<file path="src/rtl/dr_pkg.sv">
package dr_pkg;
  // Per-stage transform selectors
  localparam int FN_PASS = 0;
  localparam int FN_INC  = 1;
  localparam int FN_INV  = 2;
endpackage

</file>
<file path="src/rtl/dr_completion.sv">
module dr_completion #(
  parameter int W = 8
) (
  input  logic [W-1:0] rail_t,
  input  logic [W-1:0] rail_f,
  output logic         all_valid,
  output logic         all_neutral,
  output logic         any_illegal
);
  logic [W-1:0] bit_one;
  logic [W-1:0] bit_zero;
  logic [W-1:0] bit_bad;

  // per-bit classification of the rail pair
  for (genvar i = 0; i < W; i++) begin : g_bit
    assign bit_one[i]  = rail_t[i] ^ rail_f[i];
    assign bit_zero[i] = ~(rail_t[i] | rail_f[i]);
    assign bit_bad[i]  = rail_t[i] & rail_f[i];
  end

  // completion trees over the word
  assign all_valid   = &bit_one;
  assign all_neutral = &bit_zero;
  assign any_illegal = |bit_bad;
endmodule

</file>
<file path="src/rtl/dr_stage.sv">
module dr_stage #(
  parameter int W    = 8,
  parameter int FUNC = 1
) (
  input  logic         clk,
  input  logic         rst_n,
  input  logic [W-1:0] in_t,
  input  logic [W-1:0] in_f,
  output logic         in_ack,
  output logic [W-1:0] out_t,
  output logic [W-1:0] out_f,
  input  logic         out_ack,
  output logic         stage_err
);
  import dr_pkg::*;

  logic in_valid, in_neutral, in_illegal;
  logic out_valid, out_neutral, out_illegal;
  logic [W-1:0] word_fx;

  // named handshake events, brought out for the checker and waveforms
  logic ev_fill, ev_ack_up, ev_drain, ev_ack_dn;

  dr_completion #(.W(W)) u_in_cd (
    .rail_t(in_t), .rail_f(in_f),
    .all_valid(in_valid), .all_neutral(in_neutral), .any_illegal(in_illegal)
  );

  dr_completion #(.W(W)) u_out_cd (
    .rail_t(out_t), .rail_f(out_f),
    .all_valid(out_valid), .all_neutral(out_neutral), .any_illegal(out_illegal)
  );

  // transform chosen at elaboration
  if (FUNC == FN_INC) begin : g_inc
    assign word_fx = in_t + {{(W-1){1'b0}}, 1'b1};
  end else if (FUNC == FN_INV) begin : g_inv
    assign word_fx = ~in_t;
  end else begin : g_pass
    assign word_fx = in_t;
  end

  assign ev_fill   = in_valid && !in_ack && !out_ack && out_neutral;
  assign ev_ack_up = !in_ack && out_valid;
  assign ev_drain  = out_ack && in_ack && !out_neutral;
  assign ev_ack_dn = in_ack && in_neutral && out_neutral;

  assign stage_err = in_illegal | out_illegal;

  always_ff @(posedge clk or negedge rst_n) begin
    if (!rst_n) begin
      out_t <= '0;
      out_f <= '0;
    end else if (ev_fill) begin
      out_t <= word_fx;
      out_f <= ~word_fx;
    end else if (ev_drain) begin
      out_t <= '0;
      out_f <= '0;
    end
  end

  always_ff @(posedge clk or negedge rst_n) begin
    if (!rst_n) begin
      in_ack <= 1'b0;
    end else if (ev_ack_up) begin
      in_ack <= 1'b1;
    end else if (ev_ack_dn) begin
      in_ack <= 1'b0;
    end
  end
endmodule

</file>
<file path="src/rtl/dr_pipe.sv">
module dr_pipe #(
  parameter int W      = 8,
  parameter int STAGES = 3,
  parameter int FUNC   = 1
) (
  input  logic         clk,
  input  logic         rst_n,
  input  logic [W-1:0] in_t,
  input  logic [W-1:0] in_f,
  output logic         in_ack,
  output logic [W-1:0] out_t,
  output logic [W-1:0] out_f,
  input  logic         out_ack,
  output logic         code_err
);
  localparam int NCH = STAGES + 1;

  logic [W-1:0]      ch_t   [NCH];
  logic [W-1:0]      ch_f   [NCH];
  logic              ch_ack [NCH];
  logic [STAGES-1:0] err_vec;

  assign ch_t[0]        = in_t;
  assign ch_f[0]        = in_f;
  assign in_ack         = ch_ack[0];
  assign ch_ack[STAGES] = out_ack;
  assign out_t          = ch_t[STAGES];
  assign out_f          = ch_f[STAGES];
  assign code_err       = |err_vec;

  for (genvar s = 0; s < STAGES; s++) begin : g_stage
    dr_stage #(.W(W), .FUNC(FUNC)) u_stage (
      .clk      (clk),
      .rst_n    (rst_n),
      .in_t     (ch_t[s]),
      .in_f     (ch_f[s]),
      .in_ack   (ch_ack[s]),
      .out_t    (ch_t[s+1]),
      .out_f    (ch_f[s+1]),
      .out_ack  (ch_ack[s+1]),
      .stage_err(err_vec[s])
    );
  end
endmodule

</file>
<file path="config.mk">
export PLATFORM = sky130hd
export DESIGN_NAME = dr_pipe
export DESIGN_NICKNAME = d
export VERILOG_FILES = /design/src/rtl/dr_pkg.sv /design/src/rtl/dr_completion.sv /design/src/rtl/dr_stage.sv /design/src/rtl/dr_pipe.sv
export SDC_FILE = /design/constraint.sdc
export NUM_CORES = 1
export LEC_CHECK = 0
export CORE_ASPECT_RATIO = 0.5
export CORE_MARGIN = 4
export CORE_UTILIZATION = 59
export CTS_BUF_LIST = sky130_fd_sc_hd__clkbuf_16
export DETAILED_ROUTE_END_ITERATION = 8
export PLACE_DENSITY_LB_ADDON = 0.05
export SLEW_MARGIN = 5
export SYNTH_ARGS = -nofsm -noshare
export SYNTH_HDL_FRONTEND = slang
export SYNTH_HIERARCHICAL = 1
export SYNTH_SLANG_ARGS = --single-unit
</file>
<file path="constraint.sdc">
create_clock -name clk -period 2.4 [get_ports clk]
set_input_delay 0.6 -clock clk [delete_from_list [all_inputs] [get_ports clk]]
set_output_delay 0.6 -clock clk [all_outputs]
set_load 0.05 [all_outputs]
</file>
# [Yosys cells after proc, flatten, opt, wreduce, memory -nomap -nowiden]
# Index checks and enable logic that the tools add are counted.
[totals] input_bits=19 word_cells=211 register_bits=51
[classes] n_reduce_logical=50 n_mux=15 addsub=3 bitwise_logic=134
[op_table] operator="8-bit two-way mux" count=9
[op_table] operator="8-bit AND reduction" count=8
[op_table] operator="1-bit OR" count=35
[op_table] operator="1-bit AND" count=32
[op_table] operator="1-bit NOT" count=32
[op_table] operator="8-bit OR reduction" count=4
[op_table] operator="1-bit bitwise XOR" count=32
[op_table] operator="8-bit by 1-bit adder with 8-bit output, second input constant" count=3
[op_table] operator="1-bit logical AND" count=24
[op_table] operator="8-bit NOT" count=3
[op_table] operator="2-bit nonzero test" count=6
[op_table] operator="1-bit zero test" count=7
[op_table] operator="1-bit two-way mux" count=6
[op_table] operator="3-bit OR reduction" count=1

# [Logic depth before layout (Yosys ltp)]
# Gate-level depths: netlist of run 1.
[logic_depth] depth_word=7 ltp_mapped=8 mapped_depth_nobuf=7

# [By module]
# Netlist of run 1, hierarchy kept.
[by_module_without_submodules] mod="dr_stage" area_per_inst_um2=819.5 cells_each=66 instances=3
[by_module_without_submodules] mod="dr_completion" area_per_inst_um2=309.0 cells_each=41 instances=6
[by_module_without_submodules] mod="dr_pipe" area_per_inst_um2=6.3 cells_each=1 instances=1

# [Least setup slack after synthesis of run 1]
# No wires, ideal clock.
[synth_path] kind="reg-to-output" start="register g_stage[2].u_stage.out_t[1]" end="output port code_err" path_stages_with_launch=6 arrival_time_ps=1969 required_ps=1800 setup_slack_ps=-169 path_cell_list="dfrtp_1 > ha_1 > nor4_1 > nand2_1 > or2_2 > or3_1"
[synth_between] elab_chain_len=4
[synth_rtl] element="start, declared" line_no="dr_stage.sv:10" source="output logic [W-1:0] out_t,"
[synth_rtl] element="start signal, assigned" line_no="dr_stage.sv:55" source="out_t <= word_fx;"
[synth_rtl] element="1-bit AND" line_no="dr_completion.sv:18" source="assign bit_bad[i] = rail_t[i] & rail_f[i];"
[synth_rtl] element="8-bit OR reduction" line_no="dr_completion.sv:24" source="assign any_illegal = |bit_bad;"
[synth_rtl] element="via g_stage[2].u_stage.out_illegal" line_no="dr_stage.sv:18" source="logic out_valid, out_neutral, out_illegal;"
[synth_rtl] element="1-bit OR" line_no="dr_stage.sv:48" source="assign stage_err = in_illegal | out_illegal;"
[synth_rtl] element="via err_vec[2]" line_no="dr_pipe.sv:21" source="logic [STAGES-1:0] err_vec;"
[synth_rtl] element="3-bit OR reduction" line_no="dr_pipe.sv:29" source="assign code_err = |err_vec;"
[synth_rtl] element="end, declared" line_no="dr_pipe.sv:14" source="output logic code_err"
# The timed path passes the listed nets, and every way through them passes these cells.

# [Final worst setup path of run 1]
[layout_path] start="register g_stage[0].u_stage.out_t[6]" end="output port code_err"
[layout_between] elab_chain_len=4 elab_cells_between_ends=5 cone_classes="bitwise (3); reduce/logical (2)"
[layout_rtl] element="start, declared" line_no="dr_stage.sv:10"
[layout_rtl] element="start signal, assigned" line_no="dr_stage.sv:55"
[layout_rtl] element="1-bit AND" line_no="dr_completion.sv:18"
[layout_rtl] element="8-bit OR reduction" line_no="dr_completion.sv:24"
[layout_rtl] element="via g_stage[1].u_stage.in_illegal" line_no="dr_stage.sv:17" source="logic in_valid, in_neutral, in_illegal;"
[layout_rtl] element="1-bit OR" line_no="dr_stage.sv:48"
[layout_rtl] element="via err_vec[1]" line_no="dr_pipe.sv:21"
[layout_rtl] element="3-bit OR reduction" line_no="dr_pipe.sv:29"
# The timed path passes the listed nets, and every way through them passes these cells.

==> flow_summary.yaml, run 1 <==
grt:
  groute.usage.overall_pct: 26.4
  antenna_found_initial: 0
  first_global_vias: 4018
  grt_max_degree: 29
  grt_pass1_wl_mm: 18.5
  gr-total-overflow: 0
worst_setup_path:
  r2r_cells: 10
  critical_path_class: "reg2out"
  r2r_slack_ps: 100
  end_kind: "output pin"
  critPathRequiredTime_ps: 1800
  crit_end: "code_err"
  cp.arrival_ps: 2180
  worstPathMaxFanout: 4
  timing.critical_path.from_type: "flip-flop"
  rr_startpoint: "g_stage[1].u_stage/out_t[6]"
  critPathLaunch: "g_stage[0].u_stage/out_t[6]"
  r2r_end: "g_stage[2].u_stage/out_t[5]"
timing:
  worst_slew_pin_slew_ps: 598
  hold_viol: 0
  fin_crit_sh_pct: 116
  finalSetupViolCount: 1
  rsz0062_at_grt: "true"
  worst_slew_margin_rel_pct: 60.2
  fmax_ghz: 0.359
  min_period_ps: 2780
  report.final.slew_viol_count: 0
  fin_ws_ps: -384
  skew_ps: 5.38
  tns_ps: -384
detailed_routing:
  via_count: 3889
  viasPerCell: 5.80
  post_drt_wl_per_cell_um: 17.1
  finalWirelength_mm: 11.4
  antenna_left: 0
  drtIter0Drc: 230
  detail_route.first_pass.iterations: 5
  route.detailed.drc: 0
layout:
  final_cell_count_no_fill: 670
  syn_to_final_growth_pct: 34.5
  antenna_cells: 0
  layout-drive-gt1-share_pct: 28.4
  num-nets-final: 695
placement:
  gp_congestion: 0.879
  place_inst: 645
  pre_cts_ws_ps: -750
  portBuffers: 36
  dp_hpwl_mm: 8.35
power_and_ir_drop:
  worst_ir_drop_vdd_uv: 254
  p_per_area_mw_per_mm2: 291
  p_leak_uw: 0.00294
clock_network:
  clock_path_buffers: 2
  cts_max_level: 2
  root_buffer: "clkbuf_16"
  clk_latency_ps: 290
  cts.reportedPaths.clkPinSlew_ps: 70
  cts_sinks: 51
  cts_tree: "yes"
  cts_buffers: 5
  ctsHoldBuffers: 0
logic_synthesis:
  syn_area_sq_mm: 0.00432
  yosysSeqAreaShare_pct: 29.5
  synth_edf_count: 0
  synth_warnings: 6
  yosysTopAreaCellShare_pct: 29.5
  ys_ff_latch: 51
  async_flop_share_pct: 100
  syn_inst: 445
  avgSynthCellArea_sq_um: 9.71
  syn_nets: 563
  synth_area_leader_cell: "dfrtp_1"
  synth_flop_cell: "dfrtp_1"
  synthTopCellsByArea: "dfrtp_1, ha_1, inv_1, nand4_1, a22o_1"
  ys_types: 24
die:
  die_x_um: 129
  ios: 37
  rows: 21
  die_area_sq_mm: 0.00884
  fp.coreArea_sq_mm: 0.00688
  start_util_pct: 62.7
  die_y_um: 68.5
run_status:
  status: "finished, violations left"
  violations: "setup timing"
run:
  cap_violations: 0
min_path:
  min_path_type: "in2async"
-- kinds of logic (layout without fill, tap and decap cells) --
kind of cell | Yosys count | after routing | synth area share (%)
AO/OA/AOI/OAI | 72 | 72 | 15.0
buffers and inverters | 108 | 241 | 10.4
AND/OR/NAND/NOR | 106 | 106 | 14.5
adder cells (fa/ha/maj) | 99 | 99 | 28.7
XOR/XNOR | 9 | 9 | 1.83
flip-flops | 51 | 51 | 29.5
-- synth_stat cells, types with 6 or more instances --
cell        n
a211o_1     9
a22o_1     15
a32o_1      9
buf_6       6
dfrtp_1    51
ha_1       99
inv_1      99
nand2_1    12
nand3_1    12
nand4_1    27
nor2_1     15
nor4_1     21
o211a_1     9
o21ai_0     9
o2bb2ai_1  15
or3_1      10
xor2_1      6
-- stage by stage --
step	power (uW)	util, %	hold slack [ps]	area [sq um]
after floorplan	914	-	304	4340
after global placement	996	77.7	546	5350
after detailed placement	1000	77.7	573	5350
after CTS	1690	82.0	325	5640
after global routing	1760	84.4	365	5810
final	1690	84.4	313	5810
-- where the power goes --
group          internal, uW  total [uW]  switching, uW
Sequential              859         859         0.0851
Clock                   376         689            313
Combinational          61.4         140           78.3
-- worst min path at each step --
| stage | from | slack [ps] | endpoint |
|---|---|---|---|
| final | rst_n | 310 | g_stage[2].u_stage/out_t[0] |
| after floorplan | rst_n | 300 | g_stage[0].u_stage/in_ack |
| after global routing | rst_n | 370 | g_stage[2].u_stage/out_f[2] |
| after CTS | rst_n | 330 | g_stage[1].u_stage/out_t[1] |
| after detailed placement | g_stage[1].u_stage/out_t[2] | 570 | g_stage[1].u_stage/out_t[2] |
| after global placement | g_stage[1].u_stage/out_t[2] | 550 | g_stage[1].u_stage/out_t[2] |
-- cells in the final DEF, fill, tap and decap left out, types with 11 or more instances in the layout --
master,n
inv_1,100
buf_4,97
ha_1,80
dfrtp_1,36
nand4_1,27
clkdlybuf4s50_1,18
a22o_1,15
o2bb2ai_1,15
ha_2,15
dfrtp_2,15
nor4_1,13
nor2_1,13
nand3_1,12
nand2_1,11
-- critical path: stages (launching register included) --
cell and delay, ps:
dfrtp_1 420, ha_2 210, nor4_4 290, buf_4 160, nand2_1 50, or2_4 220, or3_4 390, buf_8 160
-- layout make-up --
| type | count | area (sq um) |
|---|---|---|
| Tap cell | 92 | 115 |
| Inverter | 99 | 372 |
| Clock inverter | 3 | 11.3 |
| Sequential cell | 51 | 1290 |
| Timing Repair Buffer | 134 | 1100 |
| Clock buffer | 5 | 125 |
| Fill cell | 390 | 1080 |
| Multi-Input combinational cell | 286 | 2790 |
-- state kept, by name, indices dropped and copies added (netlist names) --
name,flops
g_stage.u_stage/out_f,24
g_stage.u_stage/out_t,24
g_stage.u_stage/in_ack,3
-- per-layer routing --
layer  wire, um  vias to the layer above  share of wire (%)  GRT usage [%]
met3        514                       25                4.5           4.00
li1           -                     1836                  -              -
met5          0                        -                  0              0
met1       4910                     1892                 43           30.9
met2       5750                      136                 50           51.3
met4        263                        0                2.3           7.85
-- timing repair --
action,CTS,global route
gates cloned,0,0
pin swaps,16,13
endpoints found under the setup margin,4,4
setup buffers,9,8
resized for setup,58,22
No activity file was read; power rests on OpenSTA's default activity.
==> inputs of run 2 (changes only) <==
SKIP_CTS_REPAIR_TIMING = 1   (was default)
==> run 2 against run 1 <==
  * The flow still finishes with violations (setup timing)
  * Sequential power is essentially flat
  * Register-to-register slack better by 40 ps
  * Clock skew fell by 0.51 ps
  * Via count down 0.82%
  * Clock power hardly changed
  * First-iteration DRC count grew 2.6%
  * Sequential cell count unchanged
  * Count of clock-buffer cells in the layout stayed put
  * Sequential share of layout area is 0.32 points higher
  * Non-clock buffer count fell by 11
==> flow_summary.yaml, run 2 (synthesized netlist as in run 1, its figures left out) <==
run_status:
  status: "finished, violations left"
  violations: "setup timing"
worst_setup_path:
  end_kind: "output pin"
  cp.arrival_ps: 2190
  r2r_slack_ps: 140
  worstPathMaxFanout: 4
  critical_path.max_stage_delay_ps: 450
  timing.critical_path.from_type: "flip-flop"
  crit_chain: "ha_2 > nor4_2 > buf_4 > nand2_1 > or2_4 > or3_4 > buf_8"
  critical_path_class: "reg2out"
  r2r_cells: 9
  rr_startpoint: "g_stage[0].u_stage/out_t[6]"
  r2r_end: "g_stage[1].u_stage/out_t[5]"
  critPathRequiredTime_ps: 1800
  crit_slowest_cell: "dfrtp_1"
  crit_family: "simple AND/OR/NAND/NOR gates"
  path_buf_inv: 2
die:
  rows: 21
  start_util_pct: 62.7
  die_area_sq_mm: 0.00884
  die_x_um: 129
  fp.coreArea_sq_mm: 0.00688
  ios: 37
  die_y_um: 68.5
layout:
  layout_common_cells: "inv_1, buf_4, ha_1, dfrtp_1, nand4_1"
  final_cell_count_no_fill: 659
  multi_input_comb_area_sq_mm: 0.00274
  finish.instance_area_sq_mm: 0.00573
  layout_commonest_cell: "inv_1"
  reg.largest.list: "g_stage.u_stage/out_f: 24 flops, g_stage.u_stage/out_t: 24 flops, g_stage.u_stage/in_ack: 3 flops"
  num-nets-final: 684
  nFillCells: 408
  antenna_cells: 0
  syn_to_final_growth_pct: 32.6
  fin_util_pct: 83.2
  final-seq-area_sq_mm: 0.00129
  layout-drive-gt1-share_pct: 25.4
run:
  cap_violations: 0
grt:
  grt_util_met2_pct: 50.0
  grt_max_degree: 29
  grt_pass1_wl_mm: 17.8
  use_met3_pct: 4.08
  use_met1_pct: 30.0
  groute.usage.overall_pct: 25.5
  antenna_found_initial: 0
  grt-busiest-layer: "met2"
  first_global_vias: 3858
  gr-total-overflow: 0
detailed_routing:
  drtIter0Drc: 236
  viasPerCell: 5.85
  via_count: 3857
  post_drt_wl_per_cell_um: 17.0
  antenna_left: 0
  detail_route.first_pass.iterations: 5
  route.detailed.drc: 0
  finalWirelength_mm: 11.2
placement:
  gp_congestion: 0.879
  portBuffers: 36
  dp_hpwl_mm: 8.35
  place_inst: 645
  placed_area_sq_mm: 0.00535
timing:
  worst_slew_pin_slew_ps: 603
  fmax_ghz: 0.358
  fin_ws_ps: -390
  min_period_ps: 2790
  skew_ps: 4.87
  rsz0062_at_grt: "true"
  worst_slew_margin_rel_pct: 59.8
  tns_ps: -390
  report.final.slew_viol_count: 0
  finalSetupViolCount: 1
  fin_crit_sh_pct: 116
  hold_viol: 0
clock_network:
  cts.reportedPaths.clkPinSlew_ps: 70
  root_buffer: "clkbuf_16"
  cts_sinks: 51
  cts_buffers: 5
  cts_max_level: 2
  clock_path_buffers: 2
  clk_latency_ps: 290
  cts_tree: "yes"
power_and_ir_drop:
  p_leak_uw: 0.00302
  fin_total_pwr_uw: 1690
  p_per_area_mw_per_mm2: 295
  worst_ir_drop_vdd_uv: 276
min_path:
  min_path_type: "in2async"
run 2: changes by cell type in the layout (fill, tap and decap cells not counted), sizes merged:
cell	previous run	this run
dlymetal6s2s	0	16
clkdlybuf4s15	10	0
dlygate4sd2	4	0
buf	102	89
run 2: how the worst max path moves through the flow:
stage / from / end / slack [ps] / depth (start not counted)
2_1_floorplan: g_stage[2].u_stage/out_t[6] / code_err / 4 / 5
3_3_place_gp: in_t[5] / code_err / -700 / 7
3_5_place_dp: in_t[5] / code_err / -750 / 7
4_1_cts: in_t[5] / code_err / -750 / 7
5_1_grt: in_t[2] / code_err / -450 / 7
6_report: g_stage[1].u_stage/out_t[4] / code_err / -390 / 7
run 2: metal layers:
metal | part of all wire (%) | wire, um
met5 | 0 | 0
met2 | 51 | 5700
met1 | 42 | 4740
met3 | 5.0 | 557
met4 | 1.7 | 190
run 2: power breakdown:
group,leakage (uW),internal [uW],switching (uW)
sequential,0.000683,859,0.0845
combinational,0.00227,62.5,75.7
clock,0.0000701,377,314
run 2: cell type report:
| cell class | instances | area share, % |
|---|---|---|
| Sequential cell | 51 | 22.6 |
| Inverter | 99 | 6.49 |
| Tap cell | 92 | 2.01 |
| Clock inverter | 3 | 0.197 |
| Multi-Input combinational cell | 286 | 47.8 |
| Timing Repair Buffer | 123 | 18.7 |
| Clock buffer | 5 | 2.18 |
run 2: stage by stage:
step	worst slack [ps]	hold slack [ps]
finish	-390	320
global route	-450	359
CTS	-750	325
detailed placement	-750	573
global placement	-696	546
floorplan	3.79	304
